<file path="src/rtl/smbus_blk_pkg.sv">
package smbus_blk_pkg;
  typedef enum logic [2:0] {
    PH_IDLE,
    PH_ADDR,
    PH_INDEX,
    PH_COUNT,
    PH_WDATA,
    PH_RDATA
  } phase_e;
endpackage

</file>
<file path="src/rtl/smbus_blk_sync.sv">
module smbus_blk_sync (
  input  logic clk_i,
  input  logic rst_ni,
  input  logic scl_i,
  input  logic sda_i,
  output logic sda_s_o,
  output logic scl_rise_o,
  output logic scl_fall_o,
  output logic start_o,
  output logic stop_o
);
  logic [1:0] scl_ff, sda_ff;
  logic       scl_q, sda_q;

  always_ff @(posedge clk_i or negedge rst_ni) begin
    if (!rst_ni) begin
      scl_ff <= 2'b11;
      sda_ff <= 2'b11;
      scl_q  <= 1'b1;
      sda_q  <= 1'b1;
    end else begin
      scl_ff <= {scl_ff[0], scl_i};
      sda_ff <= {sda_ff[0], sda_i};
      scl_q  <= scl_ff[1];
      sda_q  <= sda_ff[1];
    end
  end

  assign sda_s_o    = sda_ff[1];
  assign scl_rise_o = scl_ff[1] & ~scl_q;
  assign scl_fall_o = ~scl_ff[1] & scl_q;
  assign start_o    = scl_ff[1] & scl_q & sda_q & ~sda_ff[1];
  assign stop_o     = scl_ff[1] & scl_q & ~sda_q & sda_ff[1];
endmodule

</file>
<file path="src/rtl/smbus_blk_regs.sv">
module smbus_blk_regs #(
  parameter int          NREG    = 16,
  parameter int          CNT_IDX = 8,
  parameter logic [7:0]  CNT_RST = 8'h08,
  parameter logic [7:0]  ID_VAL  = 8'hA5,
  localparam int         IDX_W   = $clog2(NREG)
) (
  input  logic             clk_i,
  input  logic             rst_ni,
  input  logic             we_i,
  input  logic [IDX_W-1:0] waddr_i,
  input  logic [7:0]       wdata_i,
  input  logic [IDX_W-1:0] raddr_i,
  output logic [7:0]       rdata_o,
  output logic [7:0]       cnt_o,
  output logic [NREG*8-1:0] regs_o
);
  function automatic logic [7:0] wmask(input int i);
    if (i == 0)        return 8'h0F;
    if (i == NREG - 1) return 8'h00;
    return 8'hFF;
  endfunction

  function automatic logic [7:0] fixed_val(input int i);
    if (i == NREG - 1) return ID_VAL;
    return 8'h00;
  endfunction

  function automatic logic [7:0] rst_val(input int i);
    if (i == CNT_IDX) return CNT_RST;
    return 8'h00;
  endfunction

  logic [7:0] mem  [NREG];
  logic [7:0] view [NREG];

  for (genvar g = 0; g < NREG; g++) begin : g_byte
    localparam logic [7:0] MASK = wmask(g);
    always_ff @(posedge clk_i or negedge rst_ni) begin
      if (!rst_ni) mem[g] <= rst_val(g) & MASK;
      else if (we_i && (waddr_i == IDX_W'(g)))
        mem[g] <= (wdata_i & MASK) | (mem[g] & ~MASK);
    end
    assign view[g] = (mem[g] & MASK) | (fixed_val(g) & ~MASK);
    assign regs_o[g*8 +: 8] = view[g];
  end

  assign rdata_o = view[raddr_i];
  assign cnt_o   = view[CNT_IDX];
endmodule

</file>
<file path="src/rtl/smbus_blk_link.sv">
module smbus_blk_link
  import smbus_blk_pkg::*;
#(
  parameter int  NREG  = 16,
  localparam int IDX_W = $clog2(NREG)
) (
  input  logic             clk_i,
  input  logic             rst_ni,
  input  logic [6:0]       own_addr_i,
  input  logic             sda_i,
  input  logic             scl_rise_i,
  input  logic             scl_fall_i,
  input  logic             start_i,
  input  logic             stop_i,
  input  logic [7:0]       rd_data_i,
  input  logic [7:0]       cnt_val_i,
  output logic [IDX_W-1:0] rd_idx_o,
  output logic             we_o,
  output logic [IDX_W-1:0] waddr_o,
  output logic [7:0]       wdata_o,
  output logic             sda_oe_o
);
  phase_e           phase;
  logic [3:0]       bit_cnt;
  logic [7:0]       shreg, tx_sh, wr_left, tx_next;
  logic [IDX_W-1:0] idx;
  logic             cnt_sent;

  // first byte of a read is the count, then register data
  assign tx_next  = cnt_sent ? rd_data_i : cnt_val_i;
  assign rd_idx_o = idx;

  always_ff @(posedge clk_i or negedge rst_ni) begin
    if (!rst_ni) begin
      phase    <= PH_IDLE;
      bit_cnt  <= '0;
      shreg    <= '0;
      tx_sh    <= '0;
      wr_left  <= '0;
      idx      <= '0;
      cnt_sent <= 1'b0;
      sda_oe_o <= 1'b0;
      we_o     <= 1'b0;
      waddr_o  <= '0;
      wdata_o  <= '0;
    end else begin
      we_o <= 1'b0;
      if (start_i) begin
        phase    <= PH_ADDR;
        bit_cnt  <= '0;
        cnt_sent <= 1'b0;
        sda_oe_o <= 1'b0;
      end else if (stop_i) begin
        phase    <= PH_IDLE;
        bit_cnt  <= '0;
        sda_oe_o <= 1'b0;
      end else if (phase != PH_IDLE) begin
        if (scl_rise_i) begin
          if (bit_cnt < 4'd8 && phase != PH_RDATA) begin
            shreg   <= {shreg[6:0], sda_i};
            bit_cnt <= bit_cnt + 4'd1;
          end else if (bit_cnt == 4'd9 && phase == PH_RDATA && cnt_sent && sda_i) begin
            phase <= PH_IDLE;  // host NACK
          end
        end else if (scl_fall_i) begin
          if (phase == PH_RDATA && bit_cnt != 4'd9) begin
            if (bit_cnt == 4'd8) begin
              sda_oe_o <= 1'b0;
              bit_cnt  <= 4'd9;
            end else begin
              sda_oe_o <= ~tx_sh[7];
              tx_sh    <= {tx_sh[6:0], 1'b0};
              bit_cnt  <= bit_cnt + 4'd1;
            end
          end else if (bit_cnt == 4'd9) begin
            if (phase == PH_RDATA) begin
              sda_oe_o <= ~tx_next[7];
              tx_sh    <= {tx_next[6:0], 1'b0};
              bit_cnt  <= 4'd1;
              if (cnt_sent) idx <= idx + 1'b1;
              cnt_sent <= 1'b1;
            end else begin
              sda_oe_o <= 1'b0;
              bit_cnt  <= '0;
            end
          end else if (bit_cnt == 4'd8) begin
            bit_cnt <= 4'd9;
            unique case (phase)
              PH_ADDR: begin
                if (shreg[7:1] == own_addr_i) begin
                  sda_oe_o <= 1'b1;
                  phase    <= shreg[0] ? PH_RDATA : PH_INDEX;
                end else begin
                  phase <= PH_IDLE;
                end
              end
              PH_INDEX: begin
                idx      <= shreg[IDX_W-1:0];
                sda_oe_o <= 1'b1;
                phase    <= PH_COUNT;
              end
              PH_COUNT: begin
                wr_left  <= shreg;
                sda_oe_o <= 1'b1;
                phase    <= PH_WDATA;
              end
              PH_WDATA: begin
                if (wr_left != 8'd0) begin
                  we_o     <= 1'b1;
                  waddr_o  <= idx;
                  wdata_o  <= shreg;
                  idx      <= idx + 1'b1;
                  wr_left  <= wr_left - 8'd1;
                  sda_oe_o <= 1'b1;
                end
              end
              default: ;
            endcase
          end
        end
      end
    end
  end
endmodule

</file>
<file path="src/rtl/smbus_blk_target.sv">
module smbus_blk_target #(
  parameter int         NREG    = 16,
  parameter int         CNT_IDX = 8,
  parameter logic [7:0] CNT_RST = 8'h08,
  parameter logic [7:0] ID_VAL  = 8'hA5
) (
  input  logic              clk_i,
  input  logic              rst_ni,
  input  logic [6:0]        addr_sel_i,
  input  logic              scl_i,
  input  logic              sda_i,
  output logic              sda_oe_o,
  output logic [NREG*8-1:0] regs_o
);
  localparam int IDX_W = $clog2(NREG);

  logic             sda_s, scl_rise, scl_fall, start_det, stop_det;
  logic [6:0]       own_addr;
  logic             addr_vld;
  logic [IDX_W-1:0] rd_idx, waddr;
  logic [7:0]       rd_data, cnt_val, wdata;
  logic             we;

  always_ff @(posedge clk_i or negedge rst_ni) begin
    if (!rst_ni) begin
      own_addr <= '0;
      addr_vld <= 1'b0;
    end else if (!addr_vld) begin
      own_addr <= addr_sel_i;
      addr_vld <= 1'b1;
    end
  end

  smbus_blk_sync u_sync (
    .clk_i      (clk_i),
    .rst_ni     (rst_ni),
    .scl_i      (scl_i),
    .sda_i      (sda_i),
    .sda_s_o    (sda_s),
    .scl_rise_o (scl_rise),
    .scl_fall_o (scl_fall),
    .start_o    (start_det),
    .stop_o     (stop_det)
  );

  smbus_blk_link #(.NREG(NREG)) u_link (
    .clk_i      (clk_i),
    .rst_ni     (rst_ni),
    .own_addr_i (own_addr),
    .sda_i      (sda_s),
    .scl_rise_i (scl_rise & addr_vld),
    .scl_fall_i (scl_fall & addr_vld),
    .start_i    (start_det & addr_vld),
    .stop_i     (stop_det),
    .rd_data_i  (rd_data),
    .cnt_val_i  (cnt_val),
    .rd_idx_o   (rd_idx),
    .we_o       (we),
    .waddr_o    (waddr),
    .wdata_o    (wdata),
    .sda_oe_o   (sda_oe_o)
  );

  smbus_blk_regs #(
    .NREG(NREG), .CNT_IDX(CNT_IDX), .CNT_RST(CNT_RST), .ID_VAL(ID_VAL)
  ) u_regs (
    .clk_i   (clk_i),
    .rst_ni  (rst_ni),
    .we_i    (we),
    .waddr_i (waddr),
    .wdata_i (wdata),
    .raddr_i (rd_idx),
    .rdata_o (rd_data),
    .cnt_o   (cnt_val),
    .regs_o  (regs_o)
  );
endmodule

</file>
<file path="config.mk">
export PLATFORM = sky130hd
export DESIGN_NAME = smbus_blk_target
export DESIGN_NICKNAME = d
export VERILOG_FILES = /design/src/rtl/smbus_blk_pkg.sv /design/src/rtl/smbus_blk_sync.sv /design/src/rtl/smbus_blk_regs.sv /design/src/rtl/smbus_blk_link.sv /design/src/rtl/smbus_blk_target.sv
export SDC_FILE = /design/constraint.sdc
export NUM_CORES = 1
export LEC_CHECK = 0
export BUFFER_PORTS_ARGS = -buffer_cell sky130_fd_sc_hd__buf_2
export CAP_MARGIN = 40
export CORE_MARGIN = 2
export CORE_UTILIZATION = 23
export CTS_BUF_LIST = sky130_fd_sc_hd__clkbuf_16
export CTS_CLUSTER_DIAMETER = 30
export DETAILED_ROUTE_END_ITERATION = 7
export GPL_TIMING_DRIVEN = 0
export MAX_ROUTING_LAYER = met4
export PLACE_DENSITY = 0.43
export SLEW_MARGIN = 20
export SYNTH_ARGS = -nofsm -noshare
export SYNTH_HDL_FRONTEND = slang
export SYNTH_SLANG_ARGS = --single-unit
export TNS_END_PERCENT = 30
</file>
<file path="constraint.sdc">
create_clock -name clk_i -period 3.9 [get_ports clk_i]
set_input_delay 0.39 -clock clk_i [delete_from_list [all_inputs] [get_ports clk_i]]
set_output_delay 0.39 -clock clk_i [all_outputs]
set_load 0.005 [all_outputs]
</file>
==> metrics.csv, run 1 <==
stage,metric,value,unit
timing,Max Fclk,388.8,MHz
global_routing,initial antenna violation count,1,
timing,Fin. Hold Viols,0,
power_and_ir_drop,worst vdd ir,0.0002188,V
critical_path,r2r worst-path depth,7,
floorplanning,CORE AREA,38650,um^2
routing,final WL,29.27,mm
outcome,outcome,"finished, final reports clean",
synthesis,ys flop type,dfrtp_1,
critical_path,WP data arrival,2.86,ns
timing,Slew @ Worst Pin,0.8074,ns
timing,clock skew,0.01997,ns
place,gp weighted congestion,0.7912,
timing,setup TNS,0,ns
routing,ANT nets after route,0,
synthesis,"Cell Area, Synth",9005,um^2
synthesis,Synth area leader,dfrtp_1,
timing,Final setup viols,0,
routing,via density per instance,4.633,
place,DP HPWL,21.75,mm
global_routing,grt ovf,0,
timing,RSZ-0062 raised after global routing,false,
timing,fin. max-slew vios,0,
power_and_ir_drop,leakage,5.300,nW
critical_path,critical path required time,4.19,ns
cts,clk slew on worst S/H paths,0.08,ns
timing,Final min period,2.572,ns
synthesis,Cells after Synth,719,
synthesis,sequential area share after synthesis,49.84,%
final_layout,Layout Nets,904,
cts,CTS sink count,179,
cts,CTS tree,done,
routing,First-pass DRT Iterations,5,
routing,drt drc,0,
global_routing,first-pass GRT wire length,43.87,mm
synthesis,"EDFF count, synth",0,
final_layout,n_diodes,0,
place,Port Buffers,127,
timing,post-route clock period utilization,65.96,%
routing,Starting DRT DRC Count,428,
flow_run,max cap viols,0,
final_layout,"commonest non-fill, non-tap cell in the layout",dfrtp_1,
final_layout,Layout Area Growth over Synthesis,22.75,%
cts,"Clk Latency, worst-skew pair",0.45,ns
floorplanning,I/O pin total,140,
critical_path,CP Max Fanout,10,
routing,vias,6569,
floorplanning,Die Area,40750,um^2
final_layout,final core occ,28.60,%
critical_path,startpoint type of the worst setup path,register,
synthesis,async set-or-reset flop fraction in the synthesized netlist,100.0,%
synthesis,#FFs+latches synth,179,
critical_path,CP Class,reg -> reg,
synthesis,Synth area leaders,"dfrtp_1 48%, mux2_2 19%, mux4_1 3.8%",
cts,H-Tree Depth,4,
timing,Max-slew headroom,46.18,%
floorplanning,height of the die,201.9,um
synthesis,YS warnings,0,
final_layout,highest-count cells in the layout ignoring fill and taps,"172 x dfrtp_1, 150 x mux2_2, 142 x buf_2",
critical_path,endpoint class of the critical path,register,
synthesis,post-synth top area share,47.80,%
floorplanning,DIE WIDTH,201.9,um
power_and_ir_drop,Cell Pwr Density,357.2,nW/um^2
min_path,worst hold path class,in -> reg,
global_routing,largest net degree at the start of global routing,92,
synthesis,Synth cell types,63,
floorplanning,initial cell density of the core,23.30,%
min_path,hold path cells,1,
synthesis,post-synthesis average cell area,12.52,um^2
final_layout,layout cell share with drive strength beyond 1,41.22,%
floorplanning,FP Rows,72,
routing,DR WL/cell,20.64,um
global_routing,vias in the first global route,6537,
global_routing,GRT Util Overall,14.81,%
cts,CTS Buffer Depth,2,
cts,clock root buffer,clkbuf_16,
cts,Inserted Clock Buffers,17,
-- area by class of cell --
class | count | area [um^2]
Fill cell | 4029 | 27590
Sequential cell | 179 | 4488
Multi-Input combinational cell | 483 | 4222
Timing Repair Buffer | 138 | 787.0
Tap cell | 518 | 648.1
Clock buffer | 17 | 425.4
Buffer | 56 | 294.0
Clock inverter | 15 | 143.9
Inverter | 12 | 45.04
-- where the power goes --
part           switching [mW]  internal (mW)
registers              0.0311           1.88
clock network           0.840          0.846
logic                   0.224          0.122
total                    1.10           2.85
-- through the flow --
stage | area (um^2) | hold slack [ns] | power, mW | worst slack, ns | cells
finish | 11050 | 0.05092 | 3.948 | 1.328 | 1418
global route | 11050 | 0.03989 | 4.128 | 1.109 | 1418
CTS | 11050 | 0.03428 | 4.009 | 1.322 | 1417
detailed placement | 10470 | 0.1745 | 2.299 | 1.313 | 1384
global placement | 10330 | 0.3487 | 2.293 | -0.8638 | 1375
floorplan | 9046 | 0.09441 | 2.167 | 1.911 | 730
-- synthesized netlist by cell type (7+ instances only) --
master / instances
dfrtp_1: 172
mux2_2: 150
nor2_1: 32
nand2_1: 27
clkbuf_1: 25
o21ai_0: 22
a21oi_1: 19
mux2i_1: 17
buf_2: 16
nand2b_1: 15
buf_4: 13
mux4_1: 13
nor3_1: 13
inv_1: 12
nand3b_1: 11
a211oi_1: 10
a31oi_1: 10
xor2_1: 9
dfstp_2: 7
nand3_1: 7
nor3b_1: 7
or3_1: 7
-- logic make-up (layout without fill, tap and decap cells) --
group | after synthesis | in the layout | synth area share [%]
AND/OR/NAND/NOR | 149 | 149 | 9.462
flip-flops | 179 | 179 | 49.84
other | 2 | 13 | 0.08340
XOR/XNOR | 10 | 10 | 0.9727
multiplexers | 186 | 186 | 25.94
AO/OA/AOI/OAI | 119 | 119 | 9.101
buffers and inverters | 68 | 238 | 3.765
adder cells (fa/ha/maj) | 6 | 6 | 0.8337
-- sequential cells by signal (all words and copies together) (netlist names) --
register,cells
u_link.cnt_sent,1
u_link.sda_oe_o,1
u_regs.cnt_o,8
addr_vld,1
u_link.wr_left,8
own_addr,7
u_link.bit_cnt,4
u_link.waddr_o,4
u_link.rd_idx_o,4
u_link.phase,3
u_sync.scl_ff,2
u_sync.sda_q,1
u_link.shreg,8
u_link.wdata_o,8
u_sync.sda_ff,2
u_regs.regs_o,108
u_sync.scl_q,1
u_link.tx_sh,7
u_link.we_o,1
-- layer usage --
layer	track usage, %	vias to the layer above	routed length (um)
li1	-	2993	-
met1	20.46	3427	14280
met2	23.24	124	13840
met3	1.822	25	850
met4	3.335	0	297
met5	-	-	0
-- worst paths after layout --
| check | start | to | slack (ns) |
|---|---|---|---|
| max in group asynchronous | rst_ni | u_regs.regs_o[56] | 2.49 |
| max reg2reg | u_link.rd_idx_o[0] | u_link.tx_sh[7] | 1.33 |
| min in group asynchronous | rst_ni | own_addr[3] | 0.31 |
| min reg2reg | u_sync.sda_ff[0] | u_sync.sda_ff[1] | 0.36 |
| min | sda_i | u_sync.sda_ff[0] | 0.05 |
| max | u_link.rd_idx_o[0] | u_link.tx_sh[7] | 1.33 |
-- critical path, cell delays in order (launching register included) --
cell and delay [ns]:
dfrtp_1 0.50, buf_6 0.24, buf_2 0.24, inv_1 0.20, a22oi_1 0.34, a211oi_1 0.14, a2111oi_0 0.59, o21ai_0 0.17
-- repair_timing --
item	in CTS	in global routing
hold buffers	1	0
resized for setup	0	0
setup buffers	0	0
hold endpoints to repair	5	0
No activity file was read; power rests on OpenSTA's default activity.
==> inputs of run 2 (changes only) <==
--- a/config.mk
+++ b/config.mk
@@ -5,6 +5,7 @@
 export SDC_FILE = /design/constraint.sdc
 export NUM_CORES = 1
 export LEC_CHECK = 0
+export ABC_AREA = 1
 export BUFFER_PORTS_ARGS = -buffer_cell sky130_fd_sc_hd__buf_2
 export CAP_MARGIN = 40
 export CORE_MARGIN = 2
==> constraint.sdc (replaced) <==
create_clock -name clk_i -period 2.45 [get_ports clk_i]
set_input_delay 0.245 -clock clk_i [delete_from_list [all_inputs] [get_ports clk_i]]
set_output_delay 0.245 -clock clk_i [all_outputs]
set_load 0.005 [all_outputs]
==> metrics.csv, run 2 <==
stage,metric,value,unit,change
outcome,outcome,"finished, final reports clean",,
cts,Inserted Clock Buffers,17,,unchanged
global_routing,"Most Used Layer, Global Route",met2,,
floorplanning,FP Rows,71,,-1.4%
timing,Slew @ Worst Pin,0.8601,ns,+0.05279 ns
cts,cts hold-fix bufs,3,,+2
routing,ANT nets after route,0,,unchanged
final_layout,max reg flops,108,,unchanged
synthesis,Cells after Synth,1077,,+50%
cts,clk slew on worst S/H paths,0.07,ns,about the same
final_layout,highest-count cells in the layout ignoring fill and taps,"318 x nand2_1, 182 x o21ai_0, 172 x dfrtp_1",,
flow_run,max cap viols,0,,unchanged
cts,CTS Buffer Depth,2,,unchanged
global_routing,met3 Resource Use GR,2.628,%,+0.81 points
synthesis,most frequent cells after synthesis,"318 x nand2_1, 182 x o21ai_0, 172 x dfrtp_1",,
timing,Max Fclk,438.6,MHz,+13%
floorplanning,I/O pin total,140,,unchanged
routing,via density per instance,4.564,,-1.5%
critical_path,"slowest stage delay, CP",0.52,ns,-0.07 ns
power_and_ir_drop,NetSw,2.806,mW,+160%
global_routing,largest net degree at the start of global routing,79,,-14%
synthesis,post-synthesis average cell area,8.099,um^2,-35%
synthesis,Synth area leader,dfrtp_1,,
timing,Final min period,2.280,ns,-0.2925 ns
final_layout,n_diodes,0,,unchanged
power_and_ir_drop,Reg power frac,40.3,%,-8.2 points
global_routing,initial antenna violation count,0,,-1
final_layout,Layout Nets,1256,,+39%
cts,clock root buffer,clkbuf_16,,
synthesis,post-synth top area share,49.35,%,+1.5 points
final_layout,post-route cell area,10720,um^2,-3.0%
timing,Fin. Hold Viols,0,,unchanged
timing,fin. max-slew vios,0,,unchanged
synthesis,ys flop type,dfrtp_1,,
synthesis,YS warnings,0,,unchanged
power_and_ir_drop,Cell Pwr Density,732.3,nW/um^2,+110%
power_and_ir_drop,Logic pwr share,23.7,%,+15 points
power_and_ir_drop,Final Power,7.852,mW,+99%
routing,DR WL/cell,18.60,um,-9.9%
floorplanning,height of the die,198.7,um,-1.6%
cts,H-Tree Depth,4,,unchanged
synthesis,"Cell Area, Synth",8722,um^2,-3.1%
routing,final WL,32.80,mm,+12%
floorplanning,initial cell density of the core,23.27,%,-0.034 points
power_and_ir_drop,Net Sw Frac,35.73,%,+8.0 points
place,placed cell areas,10100,um^2,-3.5%
place,Port Buffers,127,,unchanged
timing,RSZ-0062 raised after global routing,false,,
cts,CTS sink count,179,,unchanged
power_and_ir_drop,clock power share,36.0,%,-6.7 points
routing,First-pass DRT Iterations,5,,unchanged
synthesis,Synth cell types,40,,-37%
critical_path,startpoint type of the worst setup path,register,,
synthesis,async set-or-reset flop fraction in the synthesized netlist,100.0,%,unchanged
cts,post_cts resized,0,,unchanged
timing,Final setup viols,0,,unchanged
place,DP HPWL,24.61,mm,+13%
cts,Post-CTS Setup Bufs,0,,unchanged
timing,post-route clock period utilization,93.05,%,+27 points
synthesis,sequential area share after synthesis,51.46,%,+1.6 points
cts,CTS tree,done,,
timing,clock skew,0.01232,ns,-0.007651 ns
floorplanning,CORE AREA,37490,um^2,-3.0%
timing,Max-slew headroom,42.66,%,-3.5 points
power_and_ir_drop,cell-internal power,5.047,mW,+77%
routing,drt drc,0,,unchanged
critical_path,CP Max Fanout,8,,-2
critical_path,endpoint class of the critical path,register,,
global_routing,grt ovf,0,,unchanged
synthesis,"EDFF count, synth",0,,unchanged
global_routing,GRT met2 Usage,26.78,%,+3.5 points
final_layout,layout cell share with drive strength beyond 1,19.41,%,-22 points
critical_path,WP data arrival,2.61,ns,-0.25 ns
critical_path,CP Cell Sequence,"buf_4, inv_1, nor2_1, nand3_1, nand2_1, a21oi_1, a21oi_1, nand2_1, nand2_1, a21oi_1",,
critical_path,CP Class,reg -> reg,,
global_routing,first-pass GRT wire length,49.41,mm,+13%
global_routing,met1 usage,23.12,%,+2.7 points
final_layout,"commonest non-fill, non-tap cell in the layout",nand2_1,,
global_routing,GRT Util Overall,17.38,%,+2.6 points
critical_path,critical path required time,2.78,ns,-1.41 ns
place,DP Worst Slack,0.2322,ns,-1.081 ns
synthesis,Synth area leaders,"dfrtp_1 49%, nand2_1 14%, o21ai_0 10%",,
synthesis,#FFs+latches synth,179,,unchanged
routing,Starting DRT DRC Count,577,,+35%
floorplanning,Die Area,39500,um^2,-3.1%
power_and_ir_drop,worst vdd ir,0.0005541,V,+150%
floorplanning,DIE WIDTH,198.7,um,-1.6%
place,gp weighted congestion,0.8763,,+11%
global_routing,vias in the first global route,7691,,+18%
synthesis,most frequent cell after synthesis,nand2_1,,
routing,vias,8046,,+22%
timing,worst setup margin,0.1702,ns,-1.157 ns
min_path,worst hold path class,in -> reg,,
timing,hold slack,0.01064,ns,-0.04028 ns
critical_path,CP max stage cell,nor2_1,,
power_and_ir_drop,leakage,5.154,nW,-2.7%
final_layout,Layout Area Growth over Synthesis,22.94,%,
cts,"Clk Latency, worst-skew pair",0.45,ns,about the same
run 2: cell types whose count changed after synthesis, moves of 13 or more:
cell	previous run	this run
nand2_1	27	318
o21ai_0	22	182
mux2_2	150	0
nand3_1	7	60
inv_1	12	64
nor2_1	32	59
a21oi_1	19	40
mux2i_1	17	0
nand2b_1	15	0
o21ai_1	5	19
mux4_1	13	0
run 2: cell families (layout without fill, tap and decap cells):
family,after synthesis,after routing,synth area share (%)
simple gates,481,481,23.94
compound gates,268,268,16.04
flops,179,179,51.46
buf+inv,135,299,7.015
fa+ha+maj,6,6,0.8607
xor+xnor,6,6,0.6025
other cells,2,13,0.08610
run 2: final cells by class:
type	instances	area, um^2
Inverter	72	270.3
Sequential cell	179	4488
Multi-Input combinational cell	774	3664
Buffer	63	341.6
Fill cell	4123	26770
Tap cell	511	639.4
Clock buffer	17	425.4
Timing Repair Buffer	132	730.7
Clock inverter	15	163.9
run 2: critical path: cells and delay by family (launching register included):
| family | cells | cell delay (ns) |
|---|---|---|
| compound gates | 3 | 0.46 |
| buf+inv | 2 | 0.31 |
| flops | 1 | 0.33 |
| simple gates | 5 | 1.06 |
run 2: power groups by stage:
stage	combinational, mW	sequential [mW]	clock (mW)
2_1_floorplan	1.19	3.19	0
3_3_place_gp	1.84	3.22	0
3_5_place_dp	1.85	3.22	0
4_1_cts	1.86	3.17	2.89
5_1_grt	2.06	3.18	3.01
6_report	1.86	3.17	2.82
run 2: layer usage:
metal | up-vias | part of all wire (%)
met1 | 3888 | 46
met2 | 253 | 46
met3 | 44 | 4.9
met5 | - | 0
met4 | 0 | 3.3
li1 | 3861 | -
run 2: worst paths after layout:
check                                    from  cells past startpoint  slack (ns)                 to
setup / recovery           u_link.rd_idx_o[2]                     10        0.17    u_link.tx_sh[7]
hold / removal                  addr_sel_i[6]                      3        0.01        own_addr[6]
setup reg to reg           u_link.rd_idx_o[2]                     10        0.17    u_link.tx_sh[7]
hold reg to reg              u_sync.scl_ff[0]                      0        0.36   u_sync.scl_ff[1]
max in group asynchronous              rst_ni                      4        1.14    u_regs.cnt_o[3]
min in group asynchronous              rst_ni                      2        0.24  u_regs.regs_o[17]
run 2: per-stage QoR:
step | cells | setup TNS, ns | utilization (%)
CTS | 1763 | 0 | 28.60
global placement | 1726 | -361.67 | 26.78
global route | 1763 | 0 | 28.60
finish | 1763 | 0 | 28.60
floorplan | 1088 | 0 | -
detailed placement | 1728 | 0 | 26.95
==> inputs of run 3 (changes only) <==
--- a/config.mk
+++ b/config.mk
@@ -5,7 +5,6 @@
 export SDC_FILE = /design/constraint.sdc
 export NUM_CORES = 1
 export LEC_CHECK = 0
-export ABC_AREA = 1
 export BUFFER_PORTS_ARGS = -buffer_cell sky130_fd_sc_hd__buf_2
 export CAP_MARGIN = 40
 export CORE_MARGIN = 2
==> metrics.csv, run 3 (synthesis gave the netlist of run 1 again) <==
stage,metric,value,unit,change
floorplanning,height of the die,201.9,um,+1.6%
cts,"Clk Latency, worst-skew pair",0.45,ns,about the same
cts,CTS tree,done,,
outcome,outcome,"finished, final reports clean",,
timing,RSZ-0062 raised after global routing,true,,
timing,Max Fclk,420.4,MHz,-4.2%
final_layout,Post-Layout Cell Count,1420,,-19%
critical_path,CP Cell Sequence,"inv_1, ha_1, nand3b_1, nor2_2, nand4_1, buf_2, mux2_2",,
global_routing,largest net degree at the start of global routing,92,,+16%
floorplanning,DIE WIDTH,201.9,um,+1.6%
place,Port Buffers,127,,unchanged
final_layout,highest-count cells in the layout ignoring fill and taps,"171 x dfrtp_1, 150 x mux2_2, 138 x buf_2",,
flow_run,max cap viols,0,,unchanged
final_layout,post-route cell area,11140,um^2,+3.9%
critical_path,"slowest stage delay, CP",0.45,ns,-0.07 ns
global_routing,first-pass GRT wire length,43.85,mm,-11%
floorplanning,initial cell density of the core,23.30,%,+0.034 points
critical_path,CP Max Fanout,10,,+2
cts,clock root buffer,clkbuf_16,,
global_routing,GRT Util Overall,14.81,%,-2.6 points
routing,vias,6590,,-18%
timing,Final min period,2.379,ns,+0.09901 ns
critical_path,critical path required time,2.77,ns,about the same
place,DP HPWL,21.75,mm,-12%
power_and_ir_drop,worst vdd ir,0.0003467,V,-37%
power_and_ir_drop,leakage,5.316,nW,+3.1%
final_layout,n_diodes,0,,unchanged
cts,H-Tree Depth,4,,unchanged
place,Cells after DPL,1384,,-20%
final_layout,Layout Area Growth over Synthesis,23.72,%,
critical_path,CP Class,reg -> reg,,
critical_path,r2r worst-path depth,7,,-3
final_layout,layout cell share with drive strength beyond 1,42.79,%,+23 points
place,gp weighted congestion,0.7912,,-9.7%
cts,Inserted Clock Buffers,17,,unchanged
timing,Final setup viols,0,,unchanged
routing,DR WL/cell,20.62,um,+11%
critical_path,startpoint type of the worst setup path,register,,
timing,clock skew,0.02133,ns,+0.009011 ns
min_path,worst hold path class,in -> reg,,
floorplanning,I/O pin total,140,,unchanged
cts,CTS sink count,179,,unchanged
routing,final WL,29.28,mm,-11%
global_routing,vias in the first global route,6540,,-15%
final_layout,Layout Nets,906,,-28%
critical_path,WP data arrival,2.69,ns,+0.08 ns
critical_path,CP max stage cell,dfrtp_1,,
place,placed cell areas,10470,um^2,+3.6%
routing,drt drc,0,,unchanged
final_layout,"commonest non-fill, non-tap cell in the layout",dfrtp_1,,
timing,Max-slew headroom,48.39,%,+5.7 points
floorplanning,CORE AREA,38650,um^2,+3.1%
global_routing,grt ovf,0,,unchanged
power_and_ir_drop,Cell Pwr Density,565.3,nW/um^2,-23%
routing,via density per instance,4.641,,+1.7%
routing,First-pass DRT Iterations,7,,+2
cts,clk slew on worst S/H paths,0.07,ns,about the same
timing,Slew @ Worst Pin,0.7742,ns,-0.08597 ns
timing,fin. max-slew vios,0,,unchanged
routing,Starting DRT DRC Count,440,,-24%
final_layout,max reg flops,108,,unchanged
routing,ANT nets after route,0,,unchanged
global_routing,initial antenna violation count,1,,+1
floorplanning,FP Rows,72,,+1.4%
cts,CTS Buffer Depth,2,,unchanged
min_path,hold path cells,2,,-1
critical_path,endpoint class of the critical path,register,,
floorplanning,Die Area,40750,um^2,+3.2%
timing,Fin. Hold Viols,0,,unchanged
timing,post-route clock period utilization,97.09,%,+4.0 points
## run 3: cell types whose count changed in the layout (fill, tap and decap cells not counted), sizes merged, moves of 11 or more
cell    delta
o21ai    -175
a211oi    +11
nand2    -297
a21oi     -21
nand2b    +15
nand3b    +11
nor2      -37
mux2     +150
o211ai    -11
mux2i     +17
inv       -61
nand3     -56
mux4      +19
## run 3: area by class of cell
| type | count | area (um^2) |
|---|---|---|
| fill | 4023 | 27510 |
| sequential | 179 | 4489 |
| multi-input combinational | 483 | 4265 |
| timing repair buffer | 141 | 814.5 |
| tap | 518 | 648.1 |
| clock buffer | 17 | 425.4 |
| buffer | 55 | 309.0 |
| clock inverter | 15 | 143.9 |
| inverter | 12 | 45.04 |
## run 3: what timing repair did
action                                 CTS  global route
endpoints found under the hold margin   84             0
hold buffers                             3             0
gates resized for setup                  7            18
buffers inserted                         0             1
pin swaps                                1             1
cloned                                   0             0
setup endpoints to repair                4            18
## run 3: per-layer routing
metal  vias to the layer above  share of wire (%)  routed length (um)  GRT usage, %
li1                       3008                  -                   -             -
met1                      3418                 48               13960         20.43
met2                       152                 48               13930         23.26
met3                        12                3.9                1141         1.822
met4                         0               0.84                 246         3.335
met5                         -                  0                   0             -
## run 3: where the power goes
part	internal, mW	total (mW)	switching, mW
Combinational	0.204	0.566	0.362
Sequential	3.00	3.05	0.0489
Clock	1.35	2.68	1.34
## run 3: metrics by stage
step | setup WS [ns] | setup TNS [ns] | total power, mW | util [%] | hold WS [ns]
floorplan | 0.4607 | 0 | 3.450 | - | -0.05059
global placement | -2.169 | -376.52 | 3.650 | 26.73 | 0.3487
detailed placement | -0.1367 | -0.3258 | 3.659 | 27.09 | 0.02945
CTS | 0.007004 | 0 | 6.393 | 28.68 | 0.02428
global route | -0.08970 | -0.6072 | 6.586 | 28.83 | 0.04062
finish | 0.07120 | 0 | 6.298 | 28.83 | 0.04035
## run 3: path summary, 6_finish.rpt
check | slack [ns] | end | from
max in group asynchronous | 1.19 | u_regs.cnt_o[3] | rst_ni
worst min-delay path | 0.04 | own_addr[4] | addr_sel_i[4]
worst min register to register | 0.36 | u_sync.sda_ff[1] | u_sync.sda_ff[0]
min in group asynchronous | 0.17 | own_addr[4] | rst_ni
worst max register to register | 0.07 | u_link.wdata_o[3] | u_link.bit_cnt[0]
worst max-delay path | 0.07 | u_link.wdata_o[3] | u_link.bit_cnt[0]
## run 3: worst max-delay path: cells and delay by family (launching register included)
family / cells / cell delay (ns)
DFF: 1 / 0.45
buffers and inverters: 2 / 0.45
muxes: 1 / 0.29
adders and majority gates: 1 / 0.24
and+or+nand+nor: 3 / 0.82
